<file path="src/rtl/strap_pkg.sv">
package strap_pkg;

    typedef enum logic [1:0] {
        ST_HOLD  = 2'd0,
        ST_LATCH = 2'd1,
        ST_RUN   = 2'd2
    } cap_state_e;

    typedef struct packed {
        logic       ide;
        logic       ice;
        logic       fw_flash;
        logic [1:0] role;
    } strap_cfg_t;

    localparam logic [1:0] ROLE_SINGLE = 2'b11;
    localparam logic [1:0] ROLE_MASTER = 2'b00;
    localparam logic [1:0] ROLE_SLAVE  = 2'b10;
    localparam logic [1:0] ROLE_UNUSED = 2'b01;

    localparam strap_cfg_t CFG_DEFAULT = '{ide: 1'b0, ice: 1'b0, fw_flash: 1'b0, role: ROLE_SINGLE};

endpackage

</file>
<file path="src/rtl/por_filter.sv">
module por_filter #(
    parameter int SYNC_STAGES   = 2,
    parameter int STABLE_CYCLES = 16
) (
    input  logic clk,
    input  logic raw_n,
    output logic rst_n_o
);
    localparam int CW = $clog2(STABLE_CYCLES + 1);
    localparam logic [CW-1:0] CNT_TOP = CW'(STABLE_CYCLES - 1);

    logic [SYNC_STAGES-1:0] sync_q;
    logic [CW-1:0]          cnt_q;
    logic                   rel_q;
    logic                   stable_hi;

    // Assertion passes straight through; release is synchronized.
    generate
        if (SYNC_STAGES == 1) begin : g_sync1
            always_ff @(posedge clk or negedge raw_n) begin
                if (!raw_n) sync_q <= '0;
                else        sync_q <= 1'b1;
            end
        end else begin : g_syncn
            always_ff @(posedge clk or negedge raw_n) begin
                if (!raw_n) sync_q <= '0;
                else        sync_q <= {sync_q[SYNC_STAGES-2:0], 1'b1};
            end
        end
    endgenerate

    assign stable_hi = sync_q[SYNC_STAGES-1];

    always_ff @(posedge clk or negedge raw_n) begin
        if (!raw_n) begin
            cnt_q <= '0;
            rel_q <= 1'b0;
        end else begin
            if (!stable_hi)            cnt_q <= '0;
            else if (cnt_q != CNT_TOP) cnt_q <= cnt_q + 1'b1;
            if (stable_hi && cnt_q == CNT_TOP) rel_q <= 1'b1;
        end
    end

    assign rst_n_o = rel_q;
endmodule

</file>
<file path="src/rtl/strap_fsm.sv">
module strap_fsm
    import strap_pkg::*;
(
    input  logic       clk,
    input  logic       rst_n,
    input  strap_cfg_t straps_i,
    output strap_cfg_t cfg_o,
    output logic       valid_o
);
    cap_state_e state_q, state_d;
    strap_cfg_t cfg_q;

    // State register and strap capture.
    always_ff @(posedge clk or negedge rst_n) begin
        if (!rst_n) begin
            state_q <= ST_HOLD;
            cfg_q   <= CFG_DEFAULT;
        end else begin
            state_q <= state_d;
            if (state_q == ST_HOLD) cfg_q <= straps_i;
        end
    end

    // Transitions: hold_to_latch, latch_to_run, run_stay.
    always_comb begin
        state_d = state_q;
        unique case (state_q)
            ST_HOLD:  state_d = ST_LATCH;
            ST_LATCH: state_d = ST_RUN;
            ST_RUN:   state_d = ST_RUN;
            default:  state_d = ST_HOLD;
        endcase
    end

    // Outputs.
    always_comb begin
        valid_o = 1'b0;
        cfg_o   = CFG_DEFAULT;
        unique case (state_q)
            ST_HOLD, ST_LATCH: begin
                valid_o = 1'b0;
                cfg_o   = CFG_DEFAULT;
            end
            ST_RUN: begin
                valid_o = 1'b1;
                cfg_o   = cfg_q;
            end
            default: begin
                valid_o = 1'b0;
                cfg_o   = CFG_DEFAULT;
            end
        endcase
    end
endmodule

</file>
<file path="src/rtl/pin_steer.sv">
module pin_steer
    import strap_pkg::*;
#(
    parameter int STAT_W   = 8,
    parameter int ROLE_LSB = 2
) (
    input  strap_cfg_t        cfg_i,
    input  logic              valid_i,
    input  logic              host_rst_pin,
    input  logic              rom_cs_n,
    input  logic              rom_we_n,
    input  logic              fbuf_en_n,
    input  logic              fbuf_dir,
    output logic              host_reset,
    output logic              cpu_run,
    output logic              pin_sel_n,
    output logic              pin_ctl,
    output logic [1:0]        role_o,
    output logic [STAT_W-1:0] stat_o
);
    logic remap;

    always_comb begin
        role_o = (cfg_i.role == ROLE_UNUSED) ? ROLE_SINGLE : cfg_i.role;
        stat_o = '0;
        stat_o[ROLE_LSB +: 2] = role_o;
    end

    always_comb begin
        host_reset = 1'b0;
        if (valid_i) host_reset = cfg_i.ide ? ~host_rst_pin : host_rst_pin;
        cpu_run = valid_i & ~cfg_i.ice;
    end

    assign remap = valid_i & cfg_i.ice & cfg_i.fw_flash;

    always_comb begin
        if (remap) begin
            pin_sel_n = fbuf_en_n;
            pin_ctl   = fbuf_dir;
        end else begin
            pin_sel_n = rom_cs_n;
            pin_ctl   = rom_we_n;
        end
    end
endmodule

</file>
<file path="src/rtl/boot_strap_latch.sv">
module boot_strap_latch
    import strap_pkg::*;
#(
    parameter int SYNC_STAGES   = 2,
    parameter int STABLE_CYCLES = 16,
    parameter int STAT_W        = 8,
    parameter int ROLE_LSB      = 2
) (
    input  logic              clk,
    input  logic              por_raw_n,
    input  logic              strap_oe,
    input  logic              strap_run,
    input  logic              strap_fwloc,
    input  logic [1:0]        strap_role,
    input  logic              host_rst_pin,
    input  logic              rom_cs_n,
    input  logic              rom_we_n,
    input  logic              fbuf_en_n,
    input  logic              fbuf_dir,
    output logic              sys_rst_n,
    output logic              cfg_valid,
    output logic              ide_mode,
    output logic              ice_mode,
    output logic              fw_in_flash,
    output logic [1:0]        drive_role,
    output logic              cpu_run,
    output logic              host_reset,
    output logic              pin_sel_n,
    output logic              pin_ctl,
    output logic [STAT_W-1:0] stat_word
);
    strap_cfg_t straps, cfg;

    // Strap pins are stored in the sense of the mode they select.
    assign straps = '{ide: ~strap_oe, ice: ~strap_run, fw_flash: strap_fwloc, role: strap_role};

    por_filter #(
        .SYNC_STAGES  (SYNC_STAGES),
        .STABLE_CYCLES(STABLE_CYCLES)
    ) u_filt (
        .clk    (clk),
        .raw_n  (por_raw_n),
        .rst_n_o(sys_rst_n)
    );

    strap_fsm u_fsm (
        .clk     (clk),
        .rst_n   (sys_rst_n),
        .straps_i(straps),
        .cfg_o   (cfg),
        .valid_o (cfg_valid)
    );

    pin_steer #(
        .STAT_W  (STAT_W),
        .ROLE_LSB(ROLE_LSB)
    ) u_steer (
        .cfg_i       (cfg),
        .valid_i     (cfg_valid),
        .host_rst_pin(host_rst_pin),
        .rom_cs_n    (rom_cs_n),
        .rom_we_n    (rom_we_n),
        .fbuf_en_n   (fbuf_en_n),
        .fbuf_dir    (fbuf_dir),
        .host_reset  (host_reset),
        .cpu_run     (cpu_run),
        .pin_sel_n   (pin_sel_n),
        .pin_ctl     (pin_ctl),
        .role_o      (drive_role),
        .stat_o      (stat_word)
    );

    assign ide_mode    = cfg.ide;
    assign ice_mode    = cfg.ice;
    assign fw_in_flash = cfg.fw_flash;
endmodule

</file>
<file path="config.mk">
export PLATFORM = sky130hd
export DESIGN_NAME = boot_strap_latch
export DESIGN_NICKNAME = d
export VERILOG_FILES = /design/src/rtl/strap_pkg.sv /design/src/rtl/por_filter.sv /design/src/rtl/strap_fsm.sv /design/src/rtl/pin_steer.sv /design/src/rtl/boot_strap_latch.sv
export SDC_FILE = /design/constraint.sdc
export NUM_CORES = 1
export LEC_CHECK = 0
export ABC_CLOCK_PERIOD_IN_PS = 1400
export CORE_MARGIN = 4
export CORE_UTILIZATION = 38
export DETAILED_ROUTE_END_ITERATION = 10
export PLACE_DENSITY = 0.74
export SYNTH_ARGS = -nofsm -noshare
export SYNTH_HDL_FRONTEND = slang
export SYNTH_SLANG_ARGS = --single-unit
</file>
<file path="constraint.sdc">
create_clock -name clk -period 1.4 [get_ports clk]
set_clock_uncertainty 0.05 [all_clocks]
set_input_delay 0.28 -clock clk [delete_from_list [all_inputs] [get_ports clk]]
set_output_delay 0.28 -clock clk [all_outputs]
set_load 0.01 [all_outputs]
</file>
==> impl_metrics.json <==
{
  "synth_edf_count": 0,
  "clock-sinks": 15,
  "rows": 16,
  "clk_latency_ps": 290,
  "synthArstFlopShare_pct": 100.0,
  "grt_max_degree": 10,
  "grt_pass1_vias": 548,
  "hold_viol": 0,
  "cts_tree": "yes",
  "ir_drop_mv": 0.5623,
  "area_delta_synth_final_pct": 64.16,
  "cp-end-kind": "primary output",
  "path_delay_family": "flip-flops",
  "synthCells": 68,
  "netlist_area_sq_um": 782.0,
  "grt_pass1_wl_um": 2539,
  "fin_crit_ps": 1842,
  "synth-warning-count": 0,
  "drtIter0Drc": 2,
  "fin_util_pct": 65.43,
  "cp.required_ps": 1070,
  "grt_setup_unrepaired": "yes",
  "dieArea_sq_um": 2848,
  "h-tree-depth": 1,
  "total_power_mw": 0.8961,
  "crit_chain": "ha_4 > and2_4 > nand2_4 > mux2_4 > buf_6",
  "cp_num_buf_inv": 1,
  "yosys_most_used_dff": "dfrtp_1",
  "dp_slack_ps": -500.7,
  "drcViolationCount": 0,
  "ys_seq_area_share_pct": 48.32,
  "fin_crit_sh_pct": 131.6,
  "vias_per_cell": 4.372,
  "drive_gt1_share_pct": 48.18,
  "num-nets-final": 128,
  "dpl_cell_area_sq_um": 1135,
  "drt_first_pass_iters": 2,
  "maxCapViolations": 0,
  "rrSetupSlack_ps": -140,
  "p_per_area_nw_per_um2": 698.0,
  "status": "finished with violations",
  "crit_fanout": 2,
  "clockRootBuffer": "clkbuf_4",
  "cts_buffers": 3,
  "grt.total_usage_pct": 13.05,
  "io_pins": 31,
  "antenna_found_initial": 0,
  "cpPeakStageDelay_ps": 420,
  "ys_types": 25,
  "whs_ps": 126.3,
  "start_kind": "register",
  "route.vias.total": 599,
  "syn_avg_cell_area_sq_um": 11.50,
  "hpwl_um": 1338,
  "finalWirelength_um": 1762,
  "fin_area_sq_um": 1284,
  "clk_pin_slew_ps": 90,
  "slowest_stage": "dfrtp_1",
  "core_sq_um": 1962,
  "portBuffers": 24,
  "max_freq_mhz": 542.8,
  "ant_nets": 0,
  "initial_core_util_pct": 39.86,
  "clock_path_buffers": 2,
  "gr-total-overflow": 0,
  "cp.depth": 5,
  "num_antenna_cells": 0,
  "cp.arrival_ps": 1510,
  "die_w_um": 53.37,
  "dieHeight_um": 53.37,
  "place.gp.congestion": 0.7307,
  "setup_slack_ps": -442.3,
  "yosys_register_bits": 15,
  "ff2ff_path_depth": 6,
  "violations": "negative setup slack",
  "min_path_type": "reg -> async",
  "wl_per_cell_um": 12.86,
  "finalSetupViolations": 16,
  "criticalPathCategory": "reg -> out",
  "p_leak_nw": 0.6277,
  "slew_violations": 0
}
==> cells in the mapped netlist (2+ instances only) <==
cell type	instances	area, sq um
buf_4	8	60.06
ha_1	5	62.56
and2_1	7	43.79
inv_1	4	15.01
dfstp_2	2	52.55
nor2b_1	2	12.51
buf_2	2	10.01
dfrtp_1	13	325.3
xnor2_1	3	26.28
conb_1	2	7.510
nand2b_1	2	12.51
mux2_1	3	33.78
mux2_4	2	30.03
mux2i_1	2	20.02
==> cell usage in the layout (no fill, tap or decap), types with 2 or more instances in the layout <==
cell type,instances
dlygate4sd2_1,2
conb_1,7
mux2_1,3
ha_4,3
nand2b_4,2
dfstp_2,2
clkdlybuf4s50_1,11
buf_4,12
dfrtp_1,13
clkbuf_4,3
nor2b_1,2
xnor2_1,3
and2_1,4
mux2i_1,2
mux2_4,2
buf_6,17
and2_4,4
inv_1,3
==> worst paths after layout <==
path	from	end
setup / recovery	u_fsm.state_q[1]	pin_ctl
hold / removal	u_filt.rst_n_o	u_fsm.state_q[0]
setup reg to reg	u_filt.cnt_q[1]	u_filt.cnt_q[3]
hold reg to reg	u_filt.rst_n_o	u_fsm.state_q[0]
max in group asynchronous	por_raw_n	u_filt.rst_n_o
min in group clk	u_filt.sync_q[0]	u_filt.sync_q[1]
==> flip-flops by register name, summed over array words and instances (netlist names) <==
name and cells:
u_filt.cnt_q 5, u_fsm.cfg_q 5, u_filt.sync_q 2, u_fsm.state_q 2, u_filt.rst_n_o 1
==> per-layer routing <==
layer / track usage, % / vias to the layer above / wire (um)
met4: 7.660 / 0 / 40
met1: 15.21 / 294 / 666
met2: 21.84 / 14 / 991
met3: 2.535 / 5 / 63
met5: 0 / - / 0
li1: - / 286 / -
==> through the flow <==
stage / cells / setup TNS, ps
4_1_cts: 132 / -3419
3_3_place_gp: 127 / -4101
3_5_place_dp: 127 / -4478
5_1_grt: 137 / -4606
2_1_floorplan: 73 / -476.6
6_report: 137 / -3767
==> area by class of cell <==
class / count / area, sq um
Sequential cell: 15 / 377.9
Tap cell: 27 / 33.78
Inverter: 4 / 15.01
Multi-Input combinational cell: 44 / 415.4
Clock inverter: 1 / 5.005
Fill cell: 160 / 678.2
Clock buffer: 3 / 22.52
Timing Repair Buffer: 43 / 414.1
==> kinds of logic (layout without fill, tap and decap cells) <==
family / count (synthesis) / after routing / share of synthesized area, %
other: 2 / 7 / 0.9604
buffers and inverters: 14 / 51 / 10.88
AO/OA/AOI/OAI: 3 / 3 / 2.239
XOR/XNOR: 4 / 4 / 4.481
multiplexers: 7 / 7 / 10.72
adder cells (fa/ha/maj): 5 / 5 / 8.000
flip-flops: 15 / 15 / 48.32
AND/OR/NAND/NOR: 18 / 18 / 14.40
==> worst register-to-register path: cells and delay by family, from the launching register on <==
kind                       cells  cell delay, ps
DFF                            1             390
and+or+nand+nor                3             490
adders and majority gates      2             360
xor gates and xnor gates       1             150
==> power by group <==
group | internal (mW) | switching (mW)
combinational | 0.116 | 0.0650
sequential | 0.452 | 0.0114
clock | 0.106 | 0.145
total | 0.675 | 0.221
==> repair_timing <==
| action | in CTS | in global routing |
|---|---|---|
| pin swaps | 6 | 6 |
| resized for setup | 64 | 8 |
| setup endpoints to repair | 17 | 18 |
| hold buffers | 0 | 0 |
| setup buffers | 1 | 5 |
Note: power is estimated with default switching activity, not from simulation.
